## src/rtl/scl_gen_pkg.sv

```systemverilog
package scl_gen_pkg;
  typedef enum logic [1:0] {
    ST_OFF  = 2'd0,
    ST_LOW  = 2'd1,
    ST_WAIT = 2'd2,
    ST_HIGH = 2'd3
  } scl_state_e;

  // extra length bits needed above the divider width (16x multiplier plus margin)
  localparam int unsigned LEN_EXTRA = 5;
  localparam int unsigned STD_MIN_DIV = 4;
endpackage

```

## src/rtl/scl_phase_calc.sv

```systemverilog
module scl_phase_calc
  import scl_gen_pkg::*;
#(
  parameter int unsigned DIV_W = 12,
  parameter int unsigned LEN_W = DIV_W + LEN_EXTRA
) (
  input  logic             fast_i,
  input  logic             duty_i,
  input  logic [DIV_W-1:0] clkc_i,
  output logic [LEN_W-1:0] low_len_o,
  output logic [LEN_W-1:0] high_len_o
);
  localparam logic [DIV_W-1:0] STD_FLOOR  = DIV_W'(STD_MIN_DIV);
  localparam logic [DIV_W-1:0] FAST_FLOOR = DIV_W'(1);

  logic [DIV_W-1:0] div_eff;
  logic [LEN_W-1:0] c_ext;

  // clamp the divider to the floor of the selected mode
  always_comb begin
    if (fast_i) begin
      div_eff = (clkc_i == '0) ? FAST_FLOOR : clkc_i;
    end else begin
      div_eff = (clkc_i < STD_FLOOR) ? STD_FLOOR : clkc_i;
    end
  end

  assign c_ext = LEN_W'(div_eff);

  always_comb begin
    if (!fast_i) begin
      low_len_o  = c_ext;
      high_len_o = c_ext;
    end else if (!duty_i) begin
      low_len_o  = c_ext << 1;
      high_len_o = c_ext;
    end else begin
      low_len_o  = c_ext << 4;
      high_len_o = (c_ext << 3) + c_ext;
    end
  end
endmodule

```

## src/rtl/scl_down_counter.sv

```systemverilog
module scl_down_counter #(
  parameter int unsigned W = 8
) (
  input  logic         clk,
  input  logic         rst,
  input  logic         clr_i,
  input  logic         load_i,
  input  logic [W-1:0] load_val_i,
  output logic         zero_o
);
  logic [W-1:0] cnt_q;

  always_ff @(posedge clk) begin
    if (rst || clr_i) begin
      cnt_q <= '0;
    end else if (load_i) begin
      cnt_q <= load_val_i;
    end else if (cnt_q != '0) begin
      cnt_q <= cnt_q - 1'b1;
    end
  end

  assign zero_o = (cnt_q == '0);
endmodule

```

## src/rtl/scl_timing_gen.sv

```systemverilog
module scl_timing_gen
  import scl_gen_pkg::*;
#(
  parameter int unsigned DIV_W  = 12,
  parameter int unsigned RISE_W = 6
) (
  input  logic              clk,
  input  logic              rst,
  input  logic              en_i,
  input  logic              fast_i,
  input  logic              duty_i,
  input  logic [DIV_W-1:0]  clkc_i,
  input  logic [RISE_W-1:0] rise_i,
  input  logic              scl_in_i,
  output logic              scl_oe_o,
  output logic              low_start_o,
  output logic              high_start_o
);
  localparam int unsigned   LEN_W    = DIV_W + LEN_EXTRA;
  localparam logic [LEN_W-1:0]  LEN_ONE  = LEN_W'(1);
  localparam logic [RISE_W-1:0] RISE_ONE = RISE_W'(1);

  scl_state_e        st_q;
  logic [LEN_W-1:0]  low_len_c, high_len_c;
  logic [LEN_W-1:0]  hi_len_q;
  logic [RISE_W-1:0] rise_q;

  logic go_low, leave_low, leave_wait;
  logic ph_load, ph_zero, rs_load, rs_zero;
  logic [LEN_W-1:0]  ph_val;
  logic [RISE_W-1:0] rs_val;

  scl_phase_calc #(.DIV_W(DIV_W), .LEN_W(LEN_W)) u_calc (
    .fast_i    (fast_i),
    .duty_i    (duty_i),
    .clkc_i    (clkc_i),
    .low_len_o (low_len_c),
    .high_len_o(high_len_c)
  );

  // a new period (and a new config snapshot) starts only here
  assign go_low     = en_i && ((st_q == ST_OFF) || ((st_q == ST_HIGH) && ph_zero));
  assign leave_low  = en_i && (st_q == ST_LOW) && ph_zero;
  assign leave_wait = en_i && (st_q == ST_WAIT) && rs_zero && scl_in_i;

  assign ph_load = go_low || leave_wait;
  assign ph_val  = go_low ? (low_len_c - LEN_ONE) : (hi_len_q - LEN_ONE);
  assign rs_load = leave_low;
  assign rs_val  = (rise_q == '0) ? '0 : (rise_q - RISE_ONE);

  scl_down_counter #(.W(LEN_W)) u_phase_cnt (
    .clk       (clk),
    .rst       (rst),
    .clr_i     (!en_i),
    .load_i    (ph_load),
    .load_val_i(ph_val),
    .zero_o    (ph_zero)
  );

  scl_down_counter #(.W(RISE_W)) u_rise_cnt (
    .clk       (clk),
    .rst       (rst),
    .clr_i     (!en_i),
    .load_i    (rs_load),
    .load_val_i(rs_val),
    .zero_o    (rs_zero)
  );

  always_ff @(posedge clk) begin
    if (rst || !en_i) begin
      st_q         <= ST_OFF;
      scl_oe_o     <= 1'b0;
      low_start_o  <= 1'b0;
      high_start_o <= 1'b0;
      hi_len_q     <= '0;
      rise_q       <= '0;
    end else begin
      low_start_o  <= 1'b0;
      high_start_o <= 1'b0;
      if (go_low) begin
        st_q        <= ST_LOW;
        scl_oe_o    <= 1'b1;
        low_start_o <= 1'b1;
        hi_len_q    <= high_len_c;
        rise_q      <= rise_i;
      end else if (leave_low) begin
        st_q     <= ST_WAIT;
        scl_oe_o <= 1'b0;
      end else if (leave_wait) begin
        st_q         <= ST_HIGH;
        high_start_o <= 1'b1;
      end
    end
  end
endmodule

```

## config.mk

```make
export PLATFORM = sky130hd
export DESIGN_NAME = scl_timing_gen
export DESIGN_NICKNAME = d
export VERILOG_FILES = /design/src/rtl/scl_gen_pkg.sv /design/src/rtl/scl_phase_calc.sv /design/src/rtl/scl_down_counter.sv /design/src/rtl/scl_timing_gen.sv
export SDC_FILE = /design/constraint.sdc
export NUM_CORES = 1
export LEC_CHECK = 0
export ABC_AREA = 1
export ABC_CLOCK_PERIOD_IN_PS = 7400
export BUFFER_PORTS_ARGS = -buffer_cell sky130_fd_sc_hd__buf_2
export CAP_MARGIN = 20
export CORE_ASPECT_RATIO = 1.25
export CORE_MARGIN = 3
export CORE_UTILIZATION = 30
export DETAILED_ROUTE_END_ITERATION = 10
export PLACE_DENSITY = 0.49
export SLEW_MARGIN = 20
export SYNTH_ARGS = -nofsm -noshare
export SYNTH_HDL_FRONTEND = slang
export SYNTH_SLANG_ARGS = --single-unit
```

## constraint.sdc

```tcl
create_clock -name clk -period 7.4 [get_ports clk]
set_clock_uncertainty 0.2 [all_clocks]
set_input_delay 0.37 -clock clk [delete_from_list [all_inputs] [get_ports clk]]
set_output_delay 0.37 -clock clk [all_outputs]
set_load 0.01 [all_outputs]
```

==> results_dict.tcl, run 1 <==
set metrics [dict create \
    rows 45 \
    core_area_um2 12330 \
    cts.htree.levels 2 \
    maxCapViolCount 0 \
    setup_viol 0 \
    syn_nets 630 \
    end_kind "flip-flop" \
    diodes 0 \
    gr-total-overflow 0 \
    drcViolationCount 0 \
    grt_first_pass_wirelength_um 17770 \
    drtIter0Drc 133 \
    ys_seq_area_share_pct 26.17 \
    initial_core_util_pct 31.02 \
    die-area_um2 14150 \
    wl_per_cell_um 13.91 \
    finalMaxSlewViolations 0 \
    worstPathMaxFanout 27 \
    synth_area_um2 3825 \
    io_pins 27 \
    post-route-period-util_pct 43.96 \
    dp_hpwl_um 8558 \
    synth-main-ff-cell "dfxtp_1" \
    tns_ns 0 \
    vias_per_cell 4.787 \
    min_path_type "input pin to flip-flop" \
    status "finished clean" \
    numPortBuffers 26 \
    synth_seq_cells 50 \
    synth_area_per_cell_um2 6.461 \
    ir_worst_vdd_uv 90.20 \
    yosys.cell_types.count 51 \
    die_x_um 107.0 \
    vias 3691 \
    p_total_w 0.0008998 \
    cts_resized 0 \
    clk_pin_slew_worst_paths_ns 0.08 \
    worst_r2r_endpoint "u_phase_cnt.cnt_q[14]" \
    final_antenna_net_count 0 \
    cts-root-buf "clkbuf_16" \
    dieHeight_um 132.2 \
    yosysWarningCount 0 \
    slew_headroom_pct 30.56 \
    postCtsSetupBuffers 0 \
    drive_gt1_share_pct 15.98 \
    cts_sinks 50 \
    required_ns 7.37 \
    drt_wl_total_um 10720 \
    clock_latency_ns 0.30 \
    final_nets 644 \
    rrSetupSlack_ns 4.15 \
    endpoint "u_phase_cnt.cnt_q[14]" \
    firstDrtPassIters 4 \
    rsz0062_at_grt "false" \
    clockBufferDepth 2 \
    reg2regPathDepth 18 \
    finalCriticalPeriod_ns 3.253 \
    cts_buffers 5 \
    syn_inst 592 \
    r2r_start "u_phase_cnt.cnt_q[12]" \
    grt_usage_pct 15.47 \
    hold_viol 0 \
    critical_path.startpoint "u_phase_cnt.cnt_q[12]" \
    synth_edf_count 0 \
    timing.hold.ws_ns 0.06508 \
    cts_tree "done" \
    antenna_found_initial 0 \
    async_flop_share_pct 0 \
    worst_pin_slew_ns 1.038 \
    max_freq_ghz 0.3074 \
    finalCoreUtilization_pct 34.20 \
    ctsHoldBuffers 0 \
    area_growth_pct 10.24 \
    place.gp.congestion 0.8853 \
    cp-start-kind "flip-flop" \
    path_class "flip-flop to flip-flop" \
    crit_arrival_ns 3.23 \
    grt_pass1_vias 3670 \
    grt_max_degree 28 \
    power.density_nw_per_um2 213.4 \
    p_leak_nw 1.955 \
]
final cells by class:
| type | count | area, um^2 |
|---|---|---|
| Fill cell | 1346 | 8114 |
| Multi-Input combinational cell | 443 | 2416 |
| Sequential cell | 50 | 1001 |
| Inverter | 79 | 302.8 |
| Tap cell | 164 | 205.2 |
| Timing Repair Buffer | 27 | 137.6 |
| Clock buffer | 5 | 125.1 |
| Clock inverter | 3 | 28.78 |
logic make-up after synthesis:
group,after synthesis,synth area share (%)
AOI/OAI and AO/OA,96,15.08
xor gates and xnor gates,10,2.290
adders and majority gates,14,4.776
buffers and inverters,99,10.66
DFF,50,26.17
and+or+nand+nor,323,41.02
placed cells by master (no fill, tap or decap), types with 2 or more instances in the layout:
cell type,synthesis,routed
clkinv_4,0,2
nand4_1,8,8
xor2_1,8,8
nand2_8,2,2
o221ai_1,2,2
a21oi_1,27,27
nand2_4,3,3
dfxtp_1,50,50
or2_2,3,3
o21ai_2,5,5
inv_1,65,65
o22ai_1,4,4
nand3_1,38,38
a31oi_1,4,4
nor3_1,9,9
nor2_2,7,7
nor4_1,2,2
nand2_1,153,153
nor3_4,2,2
buf_2,3,26
nand2_2,12,12
clkinv_1,2,2
nand3b_1,2,2
nor2_1,62,62
nor2_4,5,5
o31ai_1,2,2
a211oi_1,4,4
xnor2_1,2,2
nand3_2,6,6
o21ai_0,36,36
inv_2,10,10
or2_1,5,5
o21ai_1,2,2
ha_1,13,13
clkbuf_16,0,5
a221oi_1,3,3
flip-flops by register name (all words and copies together), names as in the netlist:
register / cells
u_phase_cnt.cnt_q: 17
hi_len_q: 16
rise_q: 6
u_rise_cnt.cnt_q: 6
st_q: 2
high_start_o: 1
low_start_o: 1
scl_oe_o: 1
power breakdown:
part | switching, W | leakage, nW | internal [W]
Combinational | 0.000221 | 1.47 | 0.000119
Sequential | 0.0000165 | 0.407 | 0.000295
Clock | 0.000119 | 0.0759 | 0.000129
how the worst min path moves through the flow:
stage	from	cells past startpoint	endpoint
after floorplan	st_q[0]	2	st_q[0]
after global placement	scl_oe_o	2	scl_oe_o
after detailed placement	scl_oe_o	2	scl_oe_o
after CTS	rise_i[1]	3	rise_q[1]
after global routing	rise_i[5]	3	rise_q[5]
final	rise_i[1]	3	rise_q[1]
layer usage:
metal  wire length (um)  part of all wire [%]  vias up  GRT usage, %
li1                   -                     -     1944             -
met1               4878                    45     1653         19.05
met2               5222                    49       75         26.72
met3                294                   2.7       19         2.254
met4                326                   3.0        0         6.397
met5                  0                     0        -             0
synth_stat cells (4+ instances only):
library cell / instances / area [um^2]
nor2_4: 5 / 56.30
inv_1: 65 / 244.0
a31oi_1: 4 / 25.02
o22ai_1: 4 / 25.02
nor2_1: 62 / 232.7
nand3_1: 38 / 190.2
a211oi_1: 4 / 30.03
or2_1: 5 / 31.28
clkbuf_1: 14 / 52.55
dfxtp_1: 50 / 1001
nor2_2: 7 / 43.79
o21ai_0: 36 / 180.2
ha_1: 13 / 162.7
o21ai_2: 5 / 43.79
nor3_1: 9 / 45.04
nand4_1: 8 / 50.05
nand3_2: 6 / 60.06
nand2_1: 153 / 574.3
nand2_2: 12 / 75.07
xor2_1: 8 / 70.07
a21oi_1: 27 / 135.1
inv_2: 10 / 37.54
critical path, cell delays in order, from the launching register on:
cell and delay (ns):
dfxtp_1 0.31, or2_1 0.22, nor2_1 0.25, nand3_2 0.22, nand2_4 0.20, nand2_8 0.17
nand2_8 0.17, inv_6 0.08, nand2_1 0.08, nand2_1 0.08, nor2_4 0.13, ha_1 0.26
nand3_2 0.20, nor3_4 0.24, nand2_1 0.07, nand2_1 0.06, nand2_1 0.04, nand2_1 0.06
nor2_1 0.04
through the flow:
step                      instances  instance area [um^2]  setup slack, ns
final                           771                  4217            4.147
after global routing            771                  4217            3.841
after CTS                       771                  4217            4.135
after detailed placement        763                  4063            3.967
after global placement          763                  4063            4.012
after floorplan                 592                  3825            4.363
Note: power is estimated with default switching activity, not from simulation.
==> inputs of run 2 (changes only) <==
--- a/config.mk
+++ b/config.mk
@@ -5,15 +5,15 @@
 export SDC_FILE = /design/constraint.sdc
 export NUM_CORES = 1
 export LEC_CHECK = 0
-export ABC_AREA = 1
-export ABC_CLOCK_PERIOD_IN_PS = 7400
+export ABC_AREA = 0
+export ABC_CLOCK_PERIOD_IN_PS = 3150
 export BUFFER_PORTS_ARGS = -buffer_cell sky130_fd_sc_hd__buf_2
 export CAP_MARGIN = 20
 export CORE_ASPECT_RATIO = 1.25
 export CORE_MARGIN = 3
 export CORE_UTILIZATION = 30
 export DETAILED_ROUTE_END_ITERATION = 10
-export PLACE_DENSITY = 0.49
+export PLACE_DENSITY = 0.5
 export SLEW_MARGIN = 20
 export SYNTH_ARGS = -nofsm -noshare
 export SYNTH_HDL_FRONTEND = slang
==> constraint.sdc (replaced) <==
create_clock -name clk -period 3.15 [get_ports clk]
set_clock_uncertainty 0.2 [all_clocks]
set_input_delay 0.1575 -clock clk [delete_from_list [all_inputs] [get_ports clk]]
set_output_delay 0.1575 -clock clk [all_outputs]
set_load 0.01 [all_outputs]
==> run 2 against run 1 <==
Synthesized cell count fell by 20%. Worst hold slack improved by 0.017 ns. Worst setup slack got worse by 4.1 ns. Via count rose by 1.1%. Utilization rose by 6.0 points. Synthesized area fell by 6.9%. Non-clock buffer count rose by 73. Total power rose to 3.1 times the previous value. Final cell count fell by 8.4%.
==> results_dict.tcl, run 2 <==
set metrics [dict create \
    clockPowerShare_pct 22.6 \
    required_ns 3.17 \
    synth_area_per_cell_um2 7.494 \
    cts_tree "done" \
    final_common_cell "nand2_1" \
    async_flop_share_pct 0 \
    cts_buffers 5 \
    synth_top_cell_by_area "dfxtp_1" \
    ys_seq_area_share_pct 28.12 \
    dp.cells 686 \
    power_frac_comb_pct 49.2 \
    clock_latency_ns 0.29 \
    largest_reg_flops 17 \
    place.gp.congestion 0.9363 \
    drcViolationCount 0 \
    critical_path.startpoint "u_rise_cnt.cnt_q[4]" \
    status "finished clean" \
    cp-start-kind "flip-flop" \
    worstPathMaxFanout 5 \
    max_freq_ghz 0.3224 \
    top_register "u_phase_cnt.cnt_q" \
    synth.top_cell.area_share_pct 28.12 \
    worstHoldStart "rst" \
    finalCriticalPeriod_ns 3.102 \
    finalMaxSlewViolations 0 \
    hold_viol 0 \
    firstDrtPassIters 5 \
    cts-root-buf "clkbuf_16" \
    post-route-worst-setup-slack_ns 0.04825 \
    grt_pass1_vias 3631 \
    cts.htree.levels 2 \
    synth_seq_cells 50 \
    numPortBuffers 26 \
    placed_area_um2 4232 \
    end_kind "flip-flop" \
    drt_wl_total_um 11300 \
    setup_viol 0 \
    p_seq_share_pct 28.2 \
    finalCoreUtilization_pct 40.20 \
    die-area_um2 13220 \
    ir_worst_vdd_uv 256.4 \
    wl_per_cell_um 16.00 \
    synth_edf_count 0 \
    worst_pin_slew_ns 0.6831 \
    area_growth_pct 28.19 \
    yosysWarningCount 0 \
    syn_nets 513 \
    fin_cells 706 \
    largestRegisters "u_phase_cnt.cnt_q (17), hi_len_q (16)" \
    gr-total-overflow 0 \
    antenna_found_initial 0 \
    synth-main-ff-cell "dfxtp_1" \
    cts_sinks 50 \
    initial_core_util_pct 31.36 \
    yosys.cell_types.count 63 \
    io_pins 27 \
    synthTopCellsByArea "dfxtp_1 28%, nand2_1 7.4%, a21oi_1 5.8%" \
    dieHeight_um 127.8 \
    grt_usage_pct 17.49 \
    vias 3730 \
    rows 43 \
    grt_max_degree 25 \
    final_antenna_net_count 0 \
    grt_first_pass_wirelength_um 18240 \
    power.switching_w 0.001045 \
    die_x_um 103.4 \
    synthTopCellsByCount "70 x nand2_1, 52 x nor2_1, 50 x dfxtp_1" \
    core_area_um2 11350 \
    maxCapViolCount 0 \
    drtIter0Drc 158 \
    clk_pin_slew_worst_paths_ns 0.07 \
    power.density_nw_per_um2 606.3 \
    p_int_w 0.001722 \
    vias_per_cell 5.283 \
    final_nets 586 \
    r2r_start "u_rise_cnt.cnt_q[4]" \
    slew_headroom_pct 54.46 \
    synth.most_common_cell "nand2_1" \
    drive_gt1_share_pct 24.59 \
    switching_share_pct 37.77 \
    clockBufferDepth 2 \
    place_ws_ns -0.2214 \
    syn_inst 475 \
    diodes 0 \
    synth_area_um2 3560 \
    path_class "flip-flop to flip-flop" \
    final_cell_area_um2 4563 \
    crit_arrival_ns 3.13 \
    min_path_type "input pin to flip-flop" \
    timing.hold.ws_ns 0.08235 \
    p_leak_nw 1.865 \
    post-route-period-util_pct 98.47 \
    dp_hpwl_um 8767 \
    rsz0062_at_grt "true" \
    layout.cells.most_common_list "70 x nand2_1, 67 x buf_4, 51 x nor2_1" \
]
==> run 2: metal layers <==
metal  GRT usage, %  vias to the layer above  share of wire (%)
li1               -                     1864                  -
met2          29.77                       83                 49
met4          6.098                        0                3.6
met3          2.613                       24                3.3
met1          22.10                     1759                 44
met5              0                        -                  0
==> run 2: cells by family (layout without fill, tap and decap cells) <==
| group | after synthesis | after routing | share of synthesized area [%] |
|---|---|---|---|
| DFF | 50 | 50 | 28.12 |
| adders and majority gates | 14 | 14 | 5.132 |
| xor gates and xnor gates | 17 | 17 | 4.183 |
| AOI/OAI and AO/OA | 116 | 116 | 22.39 |
| and+or+nand+nor | 216 | 216 | 29.67 |
| buffers and inverters | 43 | 117 | 4.850 |
| muxes | 19 | 19 | 5.659 |
==> run 2: power groups by stage <==
stage	Combinational, W	Sequential [W]	Clock, W
final	0.00136	0.000781	0.000625
after global routing	0.00151	0.000792	0.000660
after CTS	0.00131	0.000780	0.000636
after detailed placement	0.00129	0.000795	0
after global placement	0.00128	0.000792	0
after floorplan	0.000855	0.000778	0
==> run 2: path summary, 6_finish.rpt <==
kind	depth (start not counted)	slack [ns]	end
worst max-delay path	8	0.05	u_phase_cnt.cnt_q[12]
worst min-delay path	4	0.08	st_q[1]
worst max register to register	8	0.05	u_phase_cnt.cnt_q[12]
worst min register to register	1	0.25	scl_oe_o
==> run 2: repair_timing <==
item / 4_1_cts / 5_1_grt
hold buffers: 6 / 0
gates resized for setup: 0 / 16
endpoints found under the setup margin: 0 / 9
buffers inserted: 0 / 6
endpoints found under the hold margin: 6 / 0
==> run 2: critical path, cell delays in order, from the launching register on <==
cell     delay, ns
dfxtp_1       0.33
or3_4         0.37
or3_4         0.42
mux2_4        0.31
mux2_4        0.28
nor3_4        0.30
nand3_4       0.15
or4_4         0.54
a21oi_2       0.14
==> run 2: layout make-up <==
type | count | area [um^2]
well taps | 157 | 196.4
fillers | 1190 | 6789
repair buffers | 100 | 713.2
clock inverters | 2 | 37.54
inverters | 9 | 33.78
flip-flops and latches | 50 | 1002
multi-input cells | 382 | 2451
clock buffers | 6 | 128.9
==> run 2: through the flow <==
| step | setup TNS (ns) | power [W] |
|---|---|---|
| floorplan | 0 | 0.001633 |
| global placement | -0.08428 | 0.002076 |
| detailed placement | -0.2389 | 0.002089 |
| CTS | 0 | 0.002725 |
| global route | -0.03910 | 0.002965 |
| finish | 0 | 0.002767 |
